## src/rtl/fifo_drain_pkg.sv

```systemverilog
package fifo_drain_pkg;

  typedef enum logic [3:0] {
    S_IDLE, S_STQ, S_STC, S_BLQ, S_BLC, S_BHQ, S_BHC,
    S_POLL, S_DRQ, S_DRC, S_FIN
  } drain_state_e;

  localparam logic [7:0] STAT_OFS = 8'h18;
  localparam logic [7:0] BLO_OFS  = 8'h19;
  localparam logic [7:0] BHI_OFS  = 8'h1A;
  localparam logic [7:0] FIFO_OFS = 8'h24;

  localparam int STS_VALID_BIT = 7;
  localparam int STS_AVAIL_BIT = 4;
  localparam int HDR_MIN       = 6;

endpackage

```

## src/rtl/drain_tick_timer.sv

```systemverilog
module drain_tick_timer #(
  parameter int W = 34,
  parameter logic [W-1:0] LIMIT = '0
) (
  input  logic clk,
  input  logic rst,
  input  logic clr,
  input  logic en,
  output logic expired
);

  logic [W-1:0] cnt_q;

  assign expired = (cnt_q >= LIMIT);

  always_ff @(posedge clk) begin
    if (rst || clr) cnt_q <= '0;
    else if (en && !expired) cnt_q <= cnt_q + W'(1);
  end

  AST_TMR_SAT: assert property (@(posedge clk) disable iff (rst) cnt_q <= LIMIT);

endmodule

```

## src/rtl/drain_out_reg.sv

```systemverilog
module drain_out_reg #(
  parameter int DW = 8
) (
  input  logic          clk,
  input  logic          rst,
  input  logic          load,
  input  logic [DW-1:0] din,
  input  logic          out_ready,
  output logic          out_valid,
  output logic [DW-1:0] out_data
);

  always_ff @(posedge clk) begin
    if (rst) begin
      out_valid <= 1'b0;
      out_data  <= '0;
    end else if (load) begin
      out_valid <= 1'b1;
      out_data  <= din;
    end else if (out_ready) begin
      out_valid <= 1'b0;
    end
  end

  AST_LOAD_EMPTY: assert property (@(posedge clk) disable iff (rst) load |-> !out_valid);
  AST_HOLD_STABLE: assert property (@(posedge clk) disable iff (rst)
    (out_valid && !out_ready) |=> (out_valid && $stable(out_data)));

endmodule

```

## src/rtl/fifo_rsp_drain.sv

```systemverilog
module fifo_rsp_drain
  import fifo_drain_pkg::*;
#(
  parameter int LEN_W  = 16,
  parameter int ADDR_W = 12,
  parameter int TMO_W  = 34,
  parameter logic [TMO_W-1:0] STAT_TMO  = TMO_W'(64'd12_000_000_000),
  parameter logic [TMO_W-1:0] BURST_TMO = TMO_W'(64'd200_000_000),
  parameter logic [TMO_W-1:0] POLL_GAP  = TMO_W'(64'd1_000)
) (
  input  logic              clk,
  input  logic              rst,
  input  logic              start,
  input  logic [LEN_W-1:0]  req_len,
  input  logic              full_len,
  output logic              busy,
  output logic              done,
  output logic              timeout,
  output logic [7:0]        err_status,
  output logic [LEN_W-1:0]  byte_count,
  output logic [ADDR_W-1:0] bus_addr,
  output logic              bus_rd,
  input  logic [7:0]        bus_rdata,
  output logic              out_valid,
  output logic [7:0]        out_data,
  input  logic              out_ready
);

  localparam int CW = (LEN_W > 16) ? LEN_W : 16;

  drain_state_e     state, nxt;
  logic [LEN_W-1:0] len_q, cnt_q, cnt_nx;
  logic             full_q, tmo_q;
  logic [CW-1:0]    left_q, rem_x, burst_x;
  logic [7:0]       blo_q;
  logic             stat_ok, stat_exp, burst_exp, poll_exp, last_all;
  logic             stat_clr, stat_en, burst_clr, burst_en, poll_clr, poll_en;

  assign stat_ok  = bus_rdata[STS_VALID_BIT] && bus_rdata[STS_AVAIL_BIT];
  assign cnt_nx   = cnt_q + LEN_W'(1);
  assign rem_x    = CW'(len_q) - CW'(cnt_q);
  assign burst_x  = CW'({bus_rdata, blo_q});
  assign last_all = (cnt_nx == len_q) || (!full_q && (cnt_nx >= LEN_W'(HDR_MIN)));

  always_comb begin
    nxt = state;
    case (state)
      S_IDLE: if (start) nxt = (req_len == '0) ? S_FIN : S_STQ;
      S_STQ:  nxt = S_STC;
      S_STC:  nxt = stat_ok ? S_BLQ : (stat_exp ? S_FIN : S_STQ);
      S_BLQ:  nxt = S_BLC;
      S_BLC:  nxt = S_BHQ;
      S_BHQ:  nxt = S_BHC;
      S_BHC:  nxt = (burst_x != '0) ? S_DRQ : (burst_exp ? S_STQ : S_POLL);
      S_POLL: if (poll_exp) nxt = S_BLQ;
      S_DRQ:  if (!out_valid) nxt = S_DRC;
      S_DRC:  nxt = (left_q == CW'(1)) ? (last_all ? S_FIN : S_STQ) : S_DRQ;
      S_FIN:  if (!out_valid) nxt = S_IDLE;
      default: nxt = S_IDLE;
    endcase
  end

  assign stat_clr  = (nxt == S_STQ) && (state != S_STC);
  assign stat_en   = (state == S_STQ) || (state == S_STC);
  assign burst_clr = (state == S_STC) && (nxt == S_BLQ);
  assign burst_en  = (state == S_BLQ) || (state == S_BLC) || (state == S_BHQ) ||
                     (state == S_BHC) || (state == S_POLL);
  assign poll_clr  = (state == S_BHC) && (nxt == S_POLL);
  assign poll_en   = (state == S_POLL);

  drain_tick_timer #(.W(TMO_W), .LIMIT(STAT_TMO)) u_stat_tmr (
    .clk(clk), .rst(rst), .clr(stat_clr), .en(stat_en), .expired(stat_exp));
  drain_tick_timer #(.W(TMO_W), .LIMIT(BURST_TMO)) u_burst_tmr (
    .clk(clk), .rst(rst), .clr(burst_clr), .en(burst_en), .expired(burst_exp));
  drain_tick_timer #(.W(TMO_W), .LIMIT(POLL_GAP)) u_poll_tmr (
    .clk(clk), .rst(rst), .clr(poll_clr), .en(poll_en), .expired(poll_exp));

  drain_out_reg #(.DW(8)) u_out (
    .clk(clk), .rst(rst), .load(state == S_DRC), .din(bus_rdata),
    .out_ready(out_ready), .out_valid(out_valid), .out_data(out_data));

  always_comb begin
    bus_rd   = 1'b0;
    bus_addr = '0;
    case (state)
      S_STQ: begin bus_rd = 1'b1; bus_addr = ADDR_W'(STAT_OFS); end
      S_BLQ: begin bus_rd = 1'b1; bus_addr = ADDR_W'(BLO_OFS);  end
      S_BHQ: begin bus_rd = 1'b1; bus_addr = ADDR_W'(BHI_OFS);  end
      S_DRQ: begin bus_rd = !out_valid; bus_addr = ADDR_W'(FIFO_OFS); end
      default: ;
    endcase
  end

  always_ff @(posedge clk) begin
    if (rst) begin
      state      <= S_IDLE;
      len_q      <= '0;
      full_q     <= 1'b0;
      cnt_q      <= '0;
      left_q     <= '0;
      blo_q      <= '0;
      tmo_q      <= 1'b0;
      err_status <= '0;
      busy       <= 1'b0;
      done       <= 1'b0;
      timeout    <= 1'b0;
    end else begin
      state   <= nxt;
      done    <= 1'b0;
      timeout <= 1'b0;
      case (state)
        S_IDLE: if (start) begin
          len_q  <= req_len;
          full_q <= full_len;
          cnt_q  <= '0;
          tmo_q  <= 1'b0;
          busy   <= 1'b1;
        end
        S_STC: if (!stat_ok && stat_exp) begin
          tmo_q      <= 1'b1;
          err_status <= bus_rdata;
        end
        S_BLC: blo_q <= bus_rdata;
        S_BHC: left_q <= (burst_x < rem_x) ? burst_x : rem_x;
        S_DRC: begin
          cnt_q  <= cnt_nx;
          left_q <= left_q - CW'(1);
        end
        S_FIN: if (!out_valid) begin
          done    <= 1'b1;
          timeout <= tmo_q;
          busy    <= 1'b0;
        end
        default: ;
      endcase
    end
  end

  assign byte_count = cnt_q;

  AST_DONE_PULSE: assert property (@(posedge clk) disable iff (rst) done |=> !done);
  AST_IDLE_AT_DONE: assert property (@(posedge clk) disable iff (rst) done |-> !busy);
  AST_TMO_WITH_DONE: assert property (@(posedge clk) disable iff (rst) timeout |-> done);
  AST_NO_OVERFLOW: assert property (@(posedge clk) disable iff (rst) busy |-> (cnt_q <= len_q));
  AST_START_IGNORED: assert property (@(posedge clk) disable iff (rst)
    (busy && start) |=> $stable(len_q));

endmodule

```

## config.mk

```make
export PLATFORM = sky130hd
export DESIGN_NAME = fifo_rsp_drain
export DESIGN_NICKNAME = d
export VERILOG_FILES = /design/src/rtl/fifo_drain_pkg.sv /design/src/rtl/drain_tick_timer.sv /design/src/rtl/drain_out_reg.sv /design/src/rtl/fifo_rsp_drain.sv
export SDC_FILE = /design/constraint.sdc
export NUM_CORES = 1
export LEC_CHECK = 0
export BUFFER_PORTS_ARGS = -buffer_cell sky130_fd_sc_hd__buf_2
export CORE_MARGIN = 2
export CORE_UTILIZATION = 40
export CTS_CLUSTER_SIZE = 24
export DETAILED_ROUTE_END_ITERATION = 12
export SYNTH_ARGS = -nofsm -noshare
export SYNTH_HDL_FRONTEND = slang
export SYNTH_SLANG_ARGS = --single-unit
```

## constraint.sdc

```tcl
create_clock -name clk -period 7.62 [get_ports clk]
set_clock_uncertainty 0.2 [all_clocks]
set_input_delay 0.381 -clock clk [delete_from_list [all_inputs] [get_ports clk]]
set_output_delay 0.381 -clock clk [all_outputs]
set_load 0.05 [all_outputs]
```

==> results.json, run 1 <==
{
  "seq_area_frac_synth_pct": 35.2,
  "syn_area_um2": 10500,
  "cts.htree.levels": 4,
  "place.gp.congestion": 0.911,
  "hold_violations": 0,
  "final_nets": 1371,
  "min_path_type": "input port to flip-flop",
  "synth_cell_types": 86,
  "fin_tns_setup_ns": 0,
  "routedWlPerCell_um": 16.2,
  "r2r_cells": 17,
  "holdPathStages": 3,
  "rsz0062_at_grt": "false",
  "postCtsResizedCells": 0,
  "drc_errors": 0,
  "fp.dieW_um": 166,
  "grt_remaining_overflow": 0,
  "irDropWorstVdd_v": 0.000102,
  "drtIter0Drc": 799,
  "drt-total-wl_um": 26700,
  "syn2layout_area_growth_pct": 11.1,
  "swShare_pct": 29.9,
  "start_kind": "flip-flop",
  "ant_nets": 0,
  "io_pins": 78,
  "cts_tree": "done",
  "fp.dieH_um": 166,
  "cp_max_fo": 18,
  "async_reset_ff_share_pct": 0,
  "synth_top_flop_cell": "dfxtp_1",
  "cts_setup_buffers": 0,
  "fillerInstances": 2519,
  "diodes": 0,
  "netlist.area_leader.share_pct": 35.2,
  "final.period_utilization_pct": 70.2,
  "dpl.hpwl_um": 18800,
  "critPathRequiredTime_ns": 7.71,
  "maxCapViolCount": 0,
  "yosysMostFrequentCell": "dfxtp_1",
  "synth_top_cell_by_area": "dfxtp_1",
  "comb_power_share_pct": 15.0,
  "clkTransAtPathRegs_ns": 0.08,
  "seq_power_share_pct": 44.4,
  "root_buffer": "clkbuf_16",
  "netlist_instances": 1264,
  "vias": 8987,
  "p_clk_share_pct": 40.7,
  "grt_pass1_vias": 8502,
  "powerDensity_nw_per_um2": 192,
  "grt_pass1_wl_um": 44000,
  "cp-end-kind": "flip-flop",
  "yosysWarnings": 0,
  "io_buffers": 71,
  "cts_buffers": 17,
  "grt_max_degree": 80,
  "fmax_mhz": 187,
  "seqCellArea_um2": 3680,
  "synth_edf_count": 0,
  "ctsHoldBuffers": 10,
  "final-instance-count-excl-fill": 1649,
  "clkLatencyLatePin_ns": 0.44,
  "coreArea_um2": 25900,
  "place_inst": 1607,
  "antenna_found_initial": 0,
  "start_util_pct": 40.4,
  "setup_viol": 0,
  "multi_input_area_um2": 6210,
  "slew_headroom_pct": 21.7,
  "worstSetupPathType": "flip-flop to flip-flop",
  "row_count": 59,
  "gr-usage-all-layers_pct": 19.3,
  "synth_commonest_cells": "dfxtp_1, nand2_1, nor2_1, a21oi_1, xnor2_1",
  "synth_seq_cells": 184,
  "die-area_um2": 27500,
  "leakage_nw": 4.30,
  "worstMarginPinSlew_ns": 1.17,
  "via_per_inst": 5.45,
  "drv_slew": 0,
  "power.switching_uw": 667,
  "first_pass_iters": 5,
  "syn_area_per_cell_um2": 8.29,
  "p_int_mw": 1.56,
  "min_period_ns": 5.35,
  "ys_top_cells_by_area": "dfxtp_1, ha_1, nand2_1",
  "cts_sinks": 184,
  "ctsLongestPathBuffers": 2,
  "status": "complete, no violations",
  "drive_gt1_share_pct": 13.6,
  "crit_arrival_ns": 5.44,
  "r2r_setup_slack_ns": 2.27
}
[critical path: stages, from the launching register on]
cell and delay (ns):
dfxtp_1 0.82, inv_4 0.09, ha_1 0.28, or3_1 0.36
o311ai_0 0.56, a21boi_0 0.23, o21a_1 0.22, or2_2 0.29
ha_1 0.29, a21o_1 0.16, a21o_1 0.16, a21oi_1 0.13
o21ai_0 0.11, a21oi_2 0.47, buf_4 0.33, mux2i_1 0.11
a221oi_1 0.32, nor2_1 0.06
[per-stage QoR]
| stage | setup WS [ns] | hold WS, ns | util, % | instance area (um^2) | power, mW |
|---|---|---|---|---|---|
| finish | 2.27 | 0.0234 | 44.9 | 11600 | 2.23 |
| global route | 1.91 | 0.0314 | 44.9 | 11600 | 2.33 |
| CTS | 2.31 | 0.00325 | 44.9 | 11600 | 2.25 |
| detailed placement | 2.32 | 0.239 | 42.2 | 10900 | 1.34 |
| global placement | 2.42 | 0.236 | 42.2 | 10900 | 1.34 |
| floorplan | 2.57 | 0.220 | - | 10500 | 1.26 |
[layer usage]
layer | share of wire (%) | wire length (um) | GRT usage [%]
met1 | 47 | 12600 | 26.5
met2 | 45 | 12100 | 30.7
met3 | 5.2 | 1400 | 3.72
met4 | 2.2 | 592 | 6.24
met5 | 0 | 0 | 0
[sequential cells by signal (all words and copies together), names as in the netlist]
signal	count
err_status	8
full_q	1
left_q	16
timeout	1
state	4
u_out.out_data	8
busy	1
u_stat_tmr.cnt_q	34
u_out.out_valid	1
u_burst_tmr.cnt_q	34
u_poll_tmr.cnt_q	34
len_q	16
tmo_q	1
byte_count	16
blo_q	8
done	1
[power by group through the flow]
stage,sequential (mW),combinational (mW),clock (mW)
global route,0.991,0.369,0.966
global placement,1.01,0.325,0
finish,0.989,0.334,0.907
floorplan,1.01,0.253,0
detailed placement,1.01,0.328,0
CTS,0.989,0.334,0.926
[layout by cell type, fill, tap and decap left out, types with 14 or more instances in the layout]
master,instances
nand4_1,30
nor2_1,123
xnor2_1,53
a31oi_1,18
nor4_1,25
a211oi_2,27
mux2i_1,16
nor3_1,38
o21ai_0,49
buf_2,70
clkbuf_16,17
nand2_1,126
dfxtp_1,184
ha_1,40
and2_1,40
nand2b_1,14
xor2_1,43
inv_1,47
or3_1,14
nand3_1,44
a21oi_1,92
and3_1,18
[final timing paths]
check                                      start                        endpoint
hold reg to reg   u_out.out_data[3]$_SDFFE_PP0P_  u_out.out_data[3]$_SDFFE_PP0P_
setup / recovery      byte_count[6]$_SDFFE_PP0P_          left_q[7]$_SDFFE_PP0P_
hold / removal                        req_len[8]           len_q[8]$_SDFFE_PP0P_
setup reg to reg      byte_count[6]$_SDFFE_PP0P_          left_q[7]$_SDFFE_PP0P_
[cells by family (layout without fill, tap and decap cells)]
kind of cell / Yosys count / count (layout) / share of synthesized area, %
adder cells (fa/ha/maj): 42 / 42 / 5.07
flip-flops: 184 / 184 / 35.2
multiplexers: 16 / 16 / 1.53
AO/OA/AOI/OAI: 276 / 276 / 18.8
XOR/XNOR: 96 / 96 / 8.03
buffers and inverters: 127 / 172 / 5.83
AND/OR/NAND/NOR: 522 / 522 / 25.5
other: 1 / 6 / 0.0358
[cell type report]
type,instances,area share (%)
multi-input cells,958,53.4
flip-flops and latches,184,31.7
repair buffers,90,4.52
clock buffers,17,3.66
well taps,335,3.60
inverters,50,1.63
clock inverters,15,1.56
Power figures use the tool's default switching activity.
==> run 2, diff against run 1 <==
- clock period: 7.62 -> 5 ns (I/O delays scaled with it)
==> results.json, run 2 (synthesis results as in run 1) <==
{
  "min_period_ns": 4.62,
  "final_nets": 1398,
  "cts_tree": "done",
  "grt_pass1_vias": 8668,
  "cts_buffers": 17,
  "min-delay-start": "rst",
  "rsz0062_at_grt": "false",
  "met3_usage_pct": 3.53,
  "final_util_pct": 45.8,
  "cp_slowest_cell": "dfxtp_1",
  "gr-max-usage-layer": "met2",
  "cp_top_family": "compound AO/OA/AOI/OAI gates",
  "gr-usage-met1_pct": 26.9,
  "ant_nets": 0,
  "final_common_cell": "dfxtp_1",
  "routedWlPerCell_um": 16.4,
  "worstSetupStartpoint": "byte_count[2]$_SDFFE_PP0P_",
  "mostFrequentLayoutCells": "dfxtp_1, nand2_1, nor2_1",
  "io_buffers": 71,
  "irDropWorstVdd_v": 0.000171,
  "drv_slew": 0,
  "start_util_pct": 40.4,
  "diodes": 0,
  "worstMarginPinSlew_ns": 1.14,
  "crit_arrival_ns": 4.72,
  "gr-usage-all-layers_pct": 19.9,
  "post-place-ws_ns": 0.461,
  "r2r_end": "left_q[3]$_SDFFE_PP0P_",
  "r2r-start": "byte_count[2]$_SDFFE_PP0P_",
  "ctsHoldBuffers": 26,
  "coreArea_um2": 25900,
  "slew_headroom_pct": 23.2,
  "start_kind": "flip-flop",
  "place_inst": 1618,
  "postCtsResizedCells": 0,
  "powerDensity_nw_per_um2": 285,
  "hold_ws_ns": 0.231,
  "root_buffer": "clkbuf_16",
  "cp.depth": 19,
  "via_per_inst": 5.52,
  "critPathRequiredTime_ns": 5.11,
  "placed_cell_area_um2": 11000,
  "first_pass_iters": 5,
  "fp.dieW_um": 166,
  "antenna_found_initial": 0,
  "grtUsageMet2_pct": 32.2,
  "ctsLongestPathBuffers": 2,
  "worstSetupPathType": "flip-flop to flip-flop",
  "path_buf_inv": 3,
  "worst_slack_ns": 0.384,
  "place.gp.congestion": 0.922,
  "design_area_um2": 11900,
  "clkTransAtPathRegs_ns": 0.08,
  "r2r_setup_slack_ns": 0.38,
  "cp_max_fo": 22,
  "drtIter0Drc": 791,
  "maxCapViolCount": 0,
  "dpl.hpwl_um": 19100,
  "fin_tns_setup_ns": 0,
  "cp-end-kind": "flip-flop",
  "vias": 9247,
  "row_count": 59,
  "cts_sinks": 184,
  "grt_max_degree": 71,
  "r2r_cells": 19,
  "fp.dieH_um": 166,
  "final.period_utilization_pct": 92.3,
  "fmax_mhz": 217,
  "max_stage_delay_ns": 0.53,
  "final-instance-count-excl-fill": 1676,
  "reg_top3": "u_burst_tmr.cnt_q: 34 flops, u_poll_tmr.cnt_q: 34 flops, u_stat_tmr.cnt_q: 34 flops",
  "setup_viol": 0,
  "cts_setup_buffers": 0,
  "hold_violations": 0,
  "grt_pass1_wl_um": 44900,
  "worstPathCellList": "inv_1 -> ha_1 -> o21a_1 -> o31a_1 -> o311ai_0 -> buf_4 -> a21boi_0 -> o21a_1 -> or2_2 -> ha_1 -> a21o_1 -> a21o_1 -> a21oi_1 -> o21ai_0 -> a21oi_2 -> buf_12 -> mux2i_1 -> o221a_2 -> nor2_1",
  "cts.htree.levels": 4,
  "status": "complete, no violations",
  "drc_errors": 0,
  "leakage_nw": 4.41,
  "die-area_um2": 27500,
  "drt-total-wl_um": 27400,
  "clkLatencyLatePin_ns": 0.44,
  "drive_gt1_share_pct": 14.2,
  "crit_path_end": "left_q[3]$_SDFFE_PP0P_",
  "min_path_type": "input port to flip-flop",
  "grt_remaining_overflow": 0,
  "io_pins": 78,
  "power.total_mw": 3.38,
  "syn2layout_area_growth_pct": 13.3
}
## run 2: how the worst min path moves through the flow
stage | endpoint | slack, ns | cells past startpoint
after global routing | byte_count[12]$_SDFFE_PP0P_ | 0.26 | 2
after floorplan | full_q$_SDFFE_PP0P_ | 0.19 | 2
after global placement | u_poll_tmr.cnt_q[11]$_SDFFE_PP0P_ | 0.23 | 1
final | err_status[4]$_SDFFE_PP0P_ | 0.23 | 2
after CTS | state[0]$_SDFF_PP0_ | 0.22 | 5
after detailed placement | u_poll_tmr.cnt_q[27]$_SDFFE_PP0P_ | 0.24 | 1
## run 2: where the power goes
group          leakage, nW  internal [mW]  switching [mW]
Clock                0.280          0.667           0.666
Combinational         2.65          0.208           0.334
Sequential            1.49           1.48          0.0260
## run 2: layout make-up
type / count / area (um^2)
fill: 2537 / 14000
inverter: 50 / 190
timing repair buffer: 117 / 781
multi-input combinational: 958 / 6210
clock inverter: 15 / 160
clock buffer: 17 / 425
tap: 335 / 419
sequential: 184 / 3680
## run 2: routing by layer
| metal | share of wire (%) | up-vias |
|---|---|---|
| li1 | - | 4581 |
| met1 | 45 | 4345 |
| met2 | 46 | 275 |
| met3 | 5.8 | 46 |
| met4 | 2.7 | 0 |
| met5 | 0 | - |
